[src/rtl/amap_pkg.sv]
package amap_pkg;

    // Mode encoding is {ext_pin, ext_bit}
    typedef enum logic [1:0] {
        MD_SC_NORMAL   = 2'b00,
        MD_EXP_NORMAL  = 2'b01,
        MD_SC_ROMLESS  = 2'b10,
        MD_EXP_ROMLESS = 2'b11
    } amap_mode_e;

    typedef enum logic [2:0] {
        RG_NONE,
        RG_RAM,
        RG_ROM,
        RG_EXT,
        RG_BAD
    } amap_region_e;

    localparam int unsigned NUM_SEL = 3;
    localparam int unsigned SEL_RAM = 0;
    localparam int unsigned SEL_ROM = 1;
    localparam int unsigned SEL_EXT = 2;

endpackage

[src/rtl/amap_mode_fsm.sv]
module amap_mode_fsm
    import amap_pkg::*;
(
    input  logic       clk,
    input  logic       rst,
    input  logic       ext_pin,
    input  logic       ext_bit,
    output amap_mode_e mode,
    output logic       check_on
);

    amap_mode_e state_q;
    amap_mode_e state_d;

    // Next state: any configuration may follow any other
    always_comb begin
        unique case ({ext_pin, ext_bit})
            2'b00:   state_d = MD_SC_NORMAL;
            2'b01:   state_d = MD_EXP_NORMAL;
            2'b10:   state_d = MD_SC_ROMLESS;
            default: state_d = MD_EXP_ROMLESS;
        endcase
    end

    always_ff @(posedge clk) begin
        if (rst) begin
            state_q <= MD_SC_NORMAL;
        end else begin
            state_q <= state_d;
        end
    end

    // Outputs of the state
    always_comb begin
        mode = state_q;
        unique case (state_q)
            MD_SC_NORMAL,
            MD_SC_ROMLESS:  check_on = 1'b1;
            MD_EXP_NORMAL,
            MD_EXP_ROMLESS: check_on = 1'b0;
            default:        check_on = 1'b0;
        endcase
    end

endmodule

[src/rtl/amap_region_decode.sv]
module amap_region_decode
    import amap_pkg::*;
#(
    parameter int unsigned        ADDR_W    = 16,
    parameter logic [ADDR_W-1:0]  RAM_LAST  = 16'h02FF,
    parameter logic [ADDR_W-1:0]  ROM_FIRST = 16'hC000
) (
    input  logic [ADDR_W-1:0] addr,
    input  logic              addr_vld,
    input  amap_mode_e        mode,
    input  logic              check_on,
    output amap_region_e      region
);

    logic in_ram;
    logic in_top;

    assign in_ram = (addr <= RAM_LAST);
    assign in_top = (addr >= ROM_FIRST);

    always_comb begin
        region = RG_NONE;
        if (addr_vld) begin
            if (in_ram) begin
                region = RG_RAM;
            end else if (in_top) begin
                unique case (mode)
                    MD_SC_NORMAL,
                    MD_EXP_NORMAL:  region = RG_ROM;
                    MD_SC_ROMLESS,
                    MD_EXP_ROMLESS: region = RG_EXT;
                    default:        region = RG_NONE;
                endcase
            end else begin
                region = check_on ? RG_BAD : RG_EXT;
            end
        end
    end

endmodule

[src/rtl/amap_out_stage.sv]
module amap_out_stage
    import amap_pkg::*;
(
    input  logic               clk,
    input  logic               rst,
    input  amap_region_e       region,
    output logic [NUM_SEL-1:0] sel,
    output logic               ext_en,
    output logic               wdog_out
);

    logic [NUM_SEL-1:0] sel_d;

    // One select bit per legal region
    for (genvar g = 0; g < NUM_SEL; g++) begin : g_sel
        localparam amap_region_e RG_OF_BIT =
            (g == SEL_RAM) ? RG_RAM : ((g == SEL_ROM) ? RG_ROM : RG_EXT);
        assign sel_d[g] = (region == RG_OF_BIT);
    end

    always_ff @(posedge clk) begin
        if (rst) begin
            sel      <= '0;
            ext_en   <= 1'b0;
            wdog_out <= 1'b0;
        end else begin
            sel      <= sel_d;
            ext_en   <= (region == RG_EXT);
            wdog_out <= (region == RG_BAD);
        end
    end

endmodule

[src/rtl/amap_decoder.sv]
module amap_decoder
    import amap_pkg::*;
#(
    parameter int unsigned       ADDR_W    = 16,
    parameter logic [ADDR_W-1:0] RAM_LAST  = 16'h02FF,
    parameter logic [ADDR_W-1:0] ROM_FIRST = 16'hC000
) (
    input  logic              clk,
    input  logic              rst,
    input  logic [ADDR_W-1:0] addr,
    input  logic              addr_vld,
    input  logic              ext_pin,
    input  logic              ext_bit,
    output logic              sel_ram,
    output logic              sel_rom,
    output logic              sel_ext,
    output logic              ext_en,
    output logic              wdog_out
);

    amap_mode_e         mode;
    logic               check_on;
    amap_region_e       region;
    logic [NUM_SEL-1:0] sel;

    amap_mode_fsm u_mode (
        .clk      (clk),
        .rst      (rst),
        .ext_pin  (ext_pin),
        .ext_bit  (ext_bit),
        .mode     (mode),
        .check_on (check_on)
    );

    amap_region_decode #(
        .ADDR_W    (ADDR_W),
        .RAM_LAST  (RAM_LAST),
        .ROM_FIRST (ROM_FIRST)
    ) u_dec (
        .addr     (addr),
        .addr_vld (addr_vld),
        .mode     (mode),
        .check_on (check_on),
        .region   (region)
    );

    amap_out_stage u_out (
        .clk      (clk),
        .rst      (rst),
        .region   (region),
        .sel      (sel),
        .ext_en   (ext_en),
        .wdog_out (wdog_out)
    );

    assign sel_ram = sel[SEL_RAM];
    assign sel_rom = sel[SEL_ROM];
    assign sel_ext = sel[SEL_EXT];

endmodule

[config.mk]
export PLATFORM = sky130hd
export DESIGN_NAME = amap_decoder
export DESIGN_NICKNAME = d
export VERILOG_FILES = /design/src/rtl/amap_pkg.sv /design/src/rtl/amap_mode_fsm.sv /design/src/rtl/amap_region_decode.sv /design/src/rtl/amap_out_stage.sv /design/src/rtl/amap_decoder.sv
export SDC_FILE = /design/constraint.sdc
export NUM_CORES = 1
export LEC_CHECK = 0
export ABC_AREA = 1
export CORE_AREA = 5 5 42 44
export CTS_CLUSTER_SIZE = 28
export DETAILED_ROUTE_END_ITERATION = 6
export DIE_AREA = 0 0 47 49
export HOLD_SLACK_MARGIN = 0.02
export PLACE_DENSITY = 0.56
export REMOVE_ABC_BUFFERS = 1
export SKIP_LAST_GASP = 1
export SYNTH_ARGS = -nofsm -noshare
export SYNTH_HDL_FRONTEND = slang
export SYNTH_SLANG_ARGS = --single-unit
[constraint.sdc]
create_clock -name clk -period 1.25 [get_ports clk]
set_clock_uncertainty 0.1 [all_clocks]
set_input_delay 0.25 -clock clk [delete_from_list [all_inputs] [get_ports clk]]
set_output_delay 0.25 -clock clk [all_outputs]
set_load 0.05 [all_outputs]
Word-level counts from Yosys, hierarchy flattened. Cells that the tools add are included.

Bits in registers: 7.

Order comparisons: 2. Eq/ne operators: 9. Muxes and demuxes: 7. Reductions and logical operators: 6.

Operators with widths (number): $ge A16 B16 Y1 const B (1); $le A16 B10 Y1 const B (1); $mux W3 (4); $reduce_or A2 Y1 (4); $eq A2 B2 Y1 const B (3); $eq A3 B2 Y1 const B (2); $pmux W2 S3 (1); $pmux W3 S2 (1); $eq A2 B1 Y1 const B (2); $logic_not A2 Y1 (2); $eq A3 B1 Y1 const B (1); $eq A3 B3 Y1 const B (1); $pmux W1 S2 (1).

Longest topological paths before layout.
Word-level depth: 8. Gate-level depth with buffers: 6.

Modules after synthesis. A second synthesis with hierarchy kept.

Cells, all modules: 44. Area total of the unflattened synthesis: 275.3 um2.

By module, submodules not included: amap_out_stage (times used 1, cells an instance 18, area each 138.9 um2, seq. area each 80.1 um2); amap_region_decode (times used 1, cells an instance 19, area each 77.6 um2, seq. area each 0.0 um2); amap_mode_fsm (times used 1, cells an instance 7, area each 58.8 um2, seq. area each 40.0 um2).

Worst setup path before layout. OpenSTA, ideal clock, no wires.

Path kind: reg-to-output. From: register u_out.ext_en (netlist name). To: output sel_ext. Arrival: 894 ps. Required time: 900 ps. Slack: 6 ps. Stages on the path, launching flop included: 2. Buffers on the path: 1. Cell sequence: dfxtp_1 buf_4.

RTL lines: end, declared (line amap_decoder.sv:16) `output logic sel_ext,`.

==> flow_summary.yaml <==
drt:
  routedWlPerCell_um: 6.836
  first_pass_iters: 2
  drt-total-wl_um: 499
  detailedRoute.firstIterationViolations: 2
  route.detailed.drc: 0
  dr.max_layer_used: "met3"
  avgViaCountPerCell: 3.616
  ant_nets: 0
  vias: 264
  wl_met2_um: 272
  met3RoutedLength_um: 49
  routedLengthMet1_um: 177
floorplanning:
  initial_core_util_pct: 18.57
  core_area_um2: 1401
  die_w_um: 47
  area_of_the_die_um2: 2303
  ios: 26
  die-height_um: 49
  floorplan.rows: 14
synthesis:
  ys_seq_elements: 6
  ys_seq_area_share_pct: 46.15
  post_synth_main_area_contributors: "dfxtp_1 (46%), inv_1 (10%), nor2_1 (8.7%), nand2_1 (7.2%), nand2_2 (7.2%)"
  avgSynthCellArea_um2: 7.229
  synth_area_um2: 260.3
  netlist.area_leader.share_pct: 46.15
  post-synth-top-area-cell: "dfxtp_1"
  synth_cell_types: 13
  post_synth_inst_count: 36
  synth.yosys.warnings: 0
critical_path:
  critical_path.endpoint_type: "primary output"
  critical_path.n_buffers_inverters: 1
  crit_path_max_incr_delay_ns: 0.41
  crit_arrival_ns: 0.82
  timing_worst_setup_path_type: "register to primary output"
  path_cells: "buf_12"
  critPathTopFamily: "flip-flops"
  critical_path.slowest_cell: "dfxtp_1"
  critPathLaunchType: "register"
  critical_path.max_fanout: 2
  worst_path_required_time_ns: 0.90
sta:
  finalHoldViolations: 0
  timing.final.crit_share_pct: 93.34
  worstMarginPinSlew_ns: 0.1950
  report.final.setup_viol: 0
  finalMaxSlewViolations: 0
  fmax_mhz: 857.1
  timing.slew.headroom_pct: 86.99
  rsz0062_at_grt: "false"
  final_critical_path_setup_slack_ns: 0.08327
  finalCriticalPeriod_ns: 1.167
final_layout:
  count_of_fill_cells_added_during_filler_insertion: 151
  drive_above_1_share_pct: 31.58
  seq_area_um2: 120.1
  multiInputGateArea_um2: 95.09
  fin_nets: 80
  layout.cells.most_common_list: "clkdlybuf4s50_1 (12), inv_1 (7), nor2_1 (6), dfxtp_1 (6)"
  antennaDiodeCount: 0
  most_common_cell_after_layout_fill_and_taps_aside: "clkdlybuf4s50_1"
  syn2layout_area_growth_pct: 103.8
clocking:
  cts-root-to-sink-buffers: 2
  cts_tree: "done"
  post_cts_resize_count: 0
  post-cts-setup-buffers: 0
  cts_hold_buffers: 0
  worst_setup_hold_path_clk_slew_ns: 0.04
  cts_inserted_buffers: 3
  insertion_delay_of_the_later_clocked_pin_in_the_worst_skew_pair_ns: 0.24
  root_buffer: "clkbuf_4"
  cts-htree-levels: 1
  tritoncts_num_sinks: 6
power_and_ir_drop:
  combPwrFrac_pct: 21.7
  share_seq_of_total_power_pct: 42.3
  vdd_drop_max_mv: 0.6000
  power_switching_w: 0.0001116
  internal_power_consumption_w: 0.0003701
  design_power_total_w: 0.0004817
  power_per_cell_area_nw_per_um2: 908.0
  cellLeakagePower_nw: 0.2458
  clockPowerShare_pct: 36.0
  sw_frac_of_total_pct: 23.17
grt:
  globalRouteOverflowTotal: 0
  grtUsageTotal_pct: 5.360
  grt_start_max_net_pins: 4
  grt_antenna_before_repair: 0
  grt_pass1_vias: 242
  global_route_wire_length_before_repair_um: 869
placed_design:
  setup_ws_pre_cts_ns: -0.07596
  last_weighted_congestion_value_of_the_routability_driven_placer: 0.6529
  port-buffer-count: 17
  detailedPlacementHpwl_um: 457.1
flow_run:
  drv_cap: 0
status:
  run_status: "finished, final reports clean"
hold_path:
  worstHoldPathType: "register to register"
path summary, 6_finish.rpt:
path	start	to	slack [ns]	cells after the start
max	u_out.ext_en$_SDFF_PP0_	sel_ext	0.08	1
min	u_mode.mode[1]$_SDFF_PP0_	u_out.ext_en$_SDFF_PP0_	0.40	2
min reg2reg	u_mode.mode[1]$_SDFF_PP0_	u_out.ext_en$_SDFF_PP0_	0.40	2
max reg2reg	u_mode.mode[0]$_SDFF_PP0_	u_out.sel[1]$_SDFF_PP0_	0.42	4
cells in the mapped netlist:
cell	instances
nor2_1	6
o21ai_2	1
nand4_1	1
nand2_1	5
inv_2	2
clkinv_1	1
inv_1	7
nand2_2	3
a21oi_2	1
dfxtp_1	6
a21oi_1	1
nor2_2	1
buf_4	1
sequential cells by signal, indices dropped and copies added (netlist names):
signal,flops
u_mode.mode,2
u_out.ext_en,1
u_out.sel,2
u_out.wdog_out,1
final cells by class:
type	instances	share of cell area [%]
Timing Repair Buffer	19	44.34
Sequential cell	6	22.64
Multi-Input combinational cell	19	17.92
Inverter	10	7.075
Clock buffer	3	4.245
Tap cell	16	3.774
per-stage QoR:
stage | hold WS, ns | cell area (um2) | util, % | TNS, ns | std cells
floorplan | 0.2212 | 252.7 | - | -0.01796 | 35
global placement | 0.3902 | 508.0 | 36.25 | -0.1396 | 70
detailed placement | 0.3922 | 508.0 | 36.25 | -0.1575 | 70
CTS | 0.4020 | 530.5 | 37.86 | 0 | 73
global route | 0.4247 | 530.5 | 37.86 | 0 | 73
finish | 0.3959 | 530.5 | 37.86 | 0 | 73
worst min-delay path, stage by stage (launching register included):
cell and delay (ns):
dfxtp_1 0.32, o21ai_2 0.06, nor2_1 0.08
power groups by stage:
stage	clock [W]	combinational, W	sequential [W]
finish	0.000173	0.000105	0.000204
global route	0.000200	0.000112	0.000204
CTS	0.000185	0.000106	0.000204
detailed placement	0	0.000105	0.000207
global placement	0	0.000104	0.000207
floorplan	0	0.0000243	0.000220
logic make-up after synthesis:
| group | Yosys count | synth area share, % |
|---|---|---|
| buffers and inverters | 11 | 17.31 |
| DFF | 6 | 46.16 |
| AOI/OAI and AO/OA | 3 | 8.653 |
| and+or+nand+nor | 16 | 27.89 |
layer usage:
layer	GRT usage, %	vias up
met5	0	-
met4	0	0
met3	5.535	0
met2	9.050	7
met1	4.636	112
li1	-	145
(Power assumes the default switching activity.)
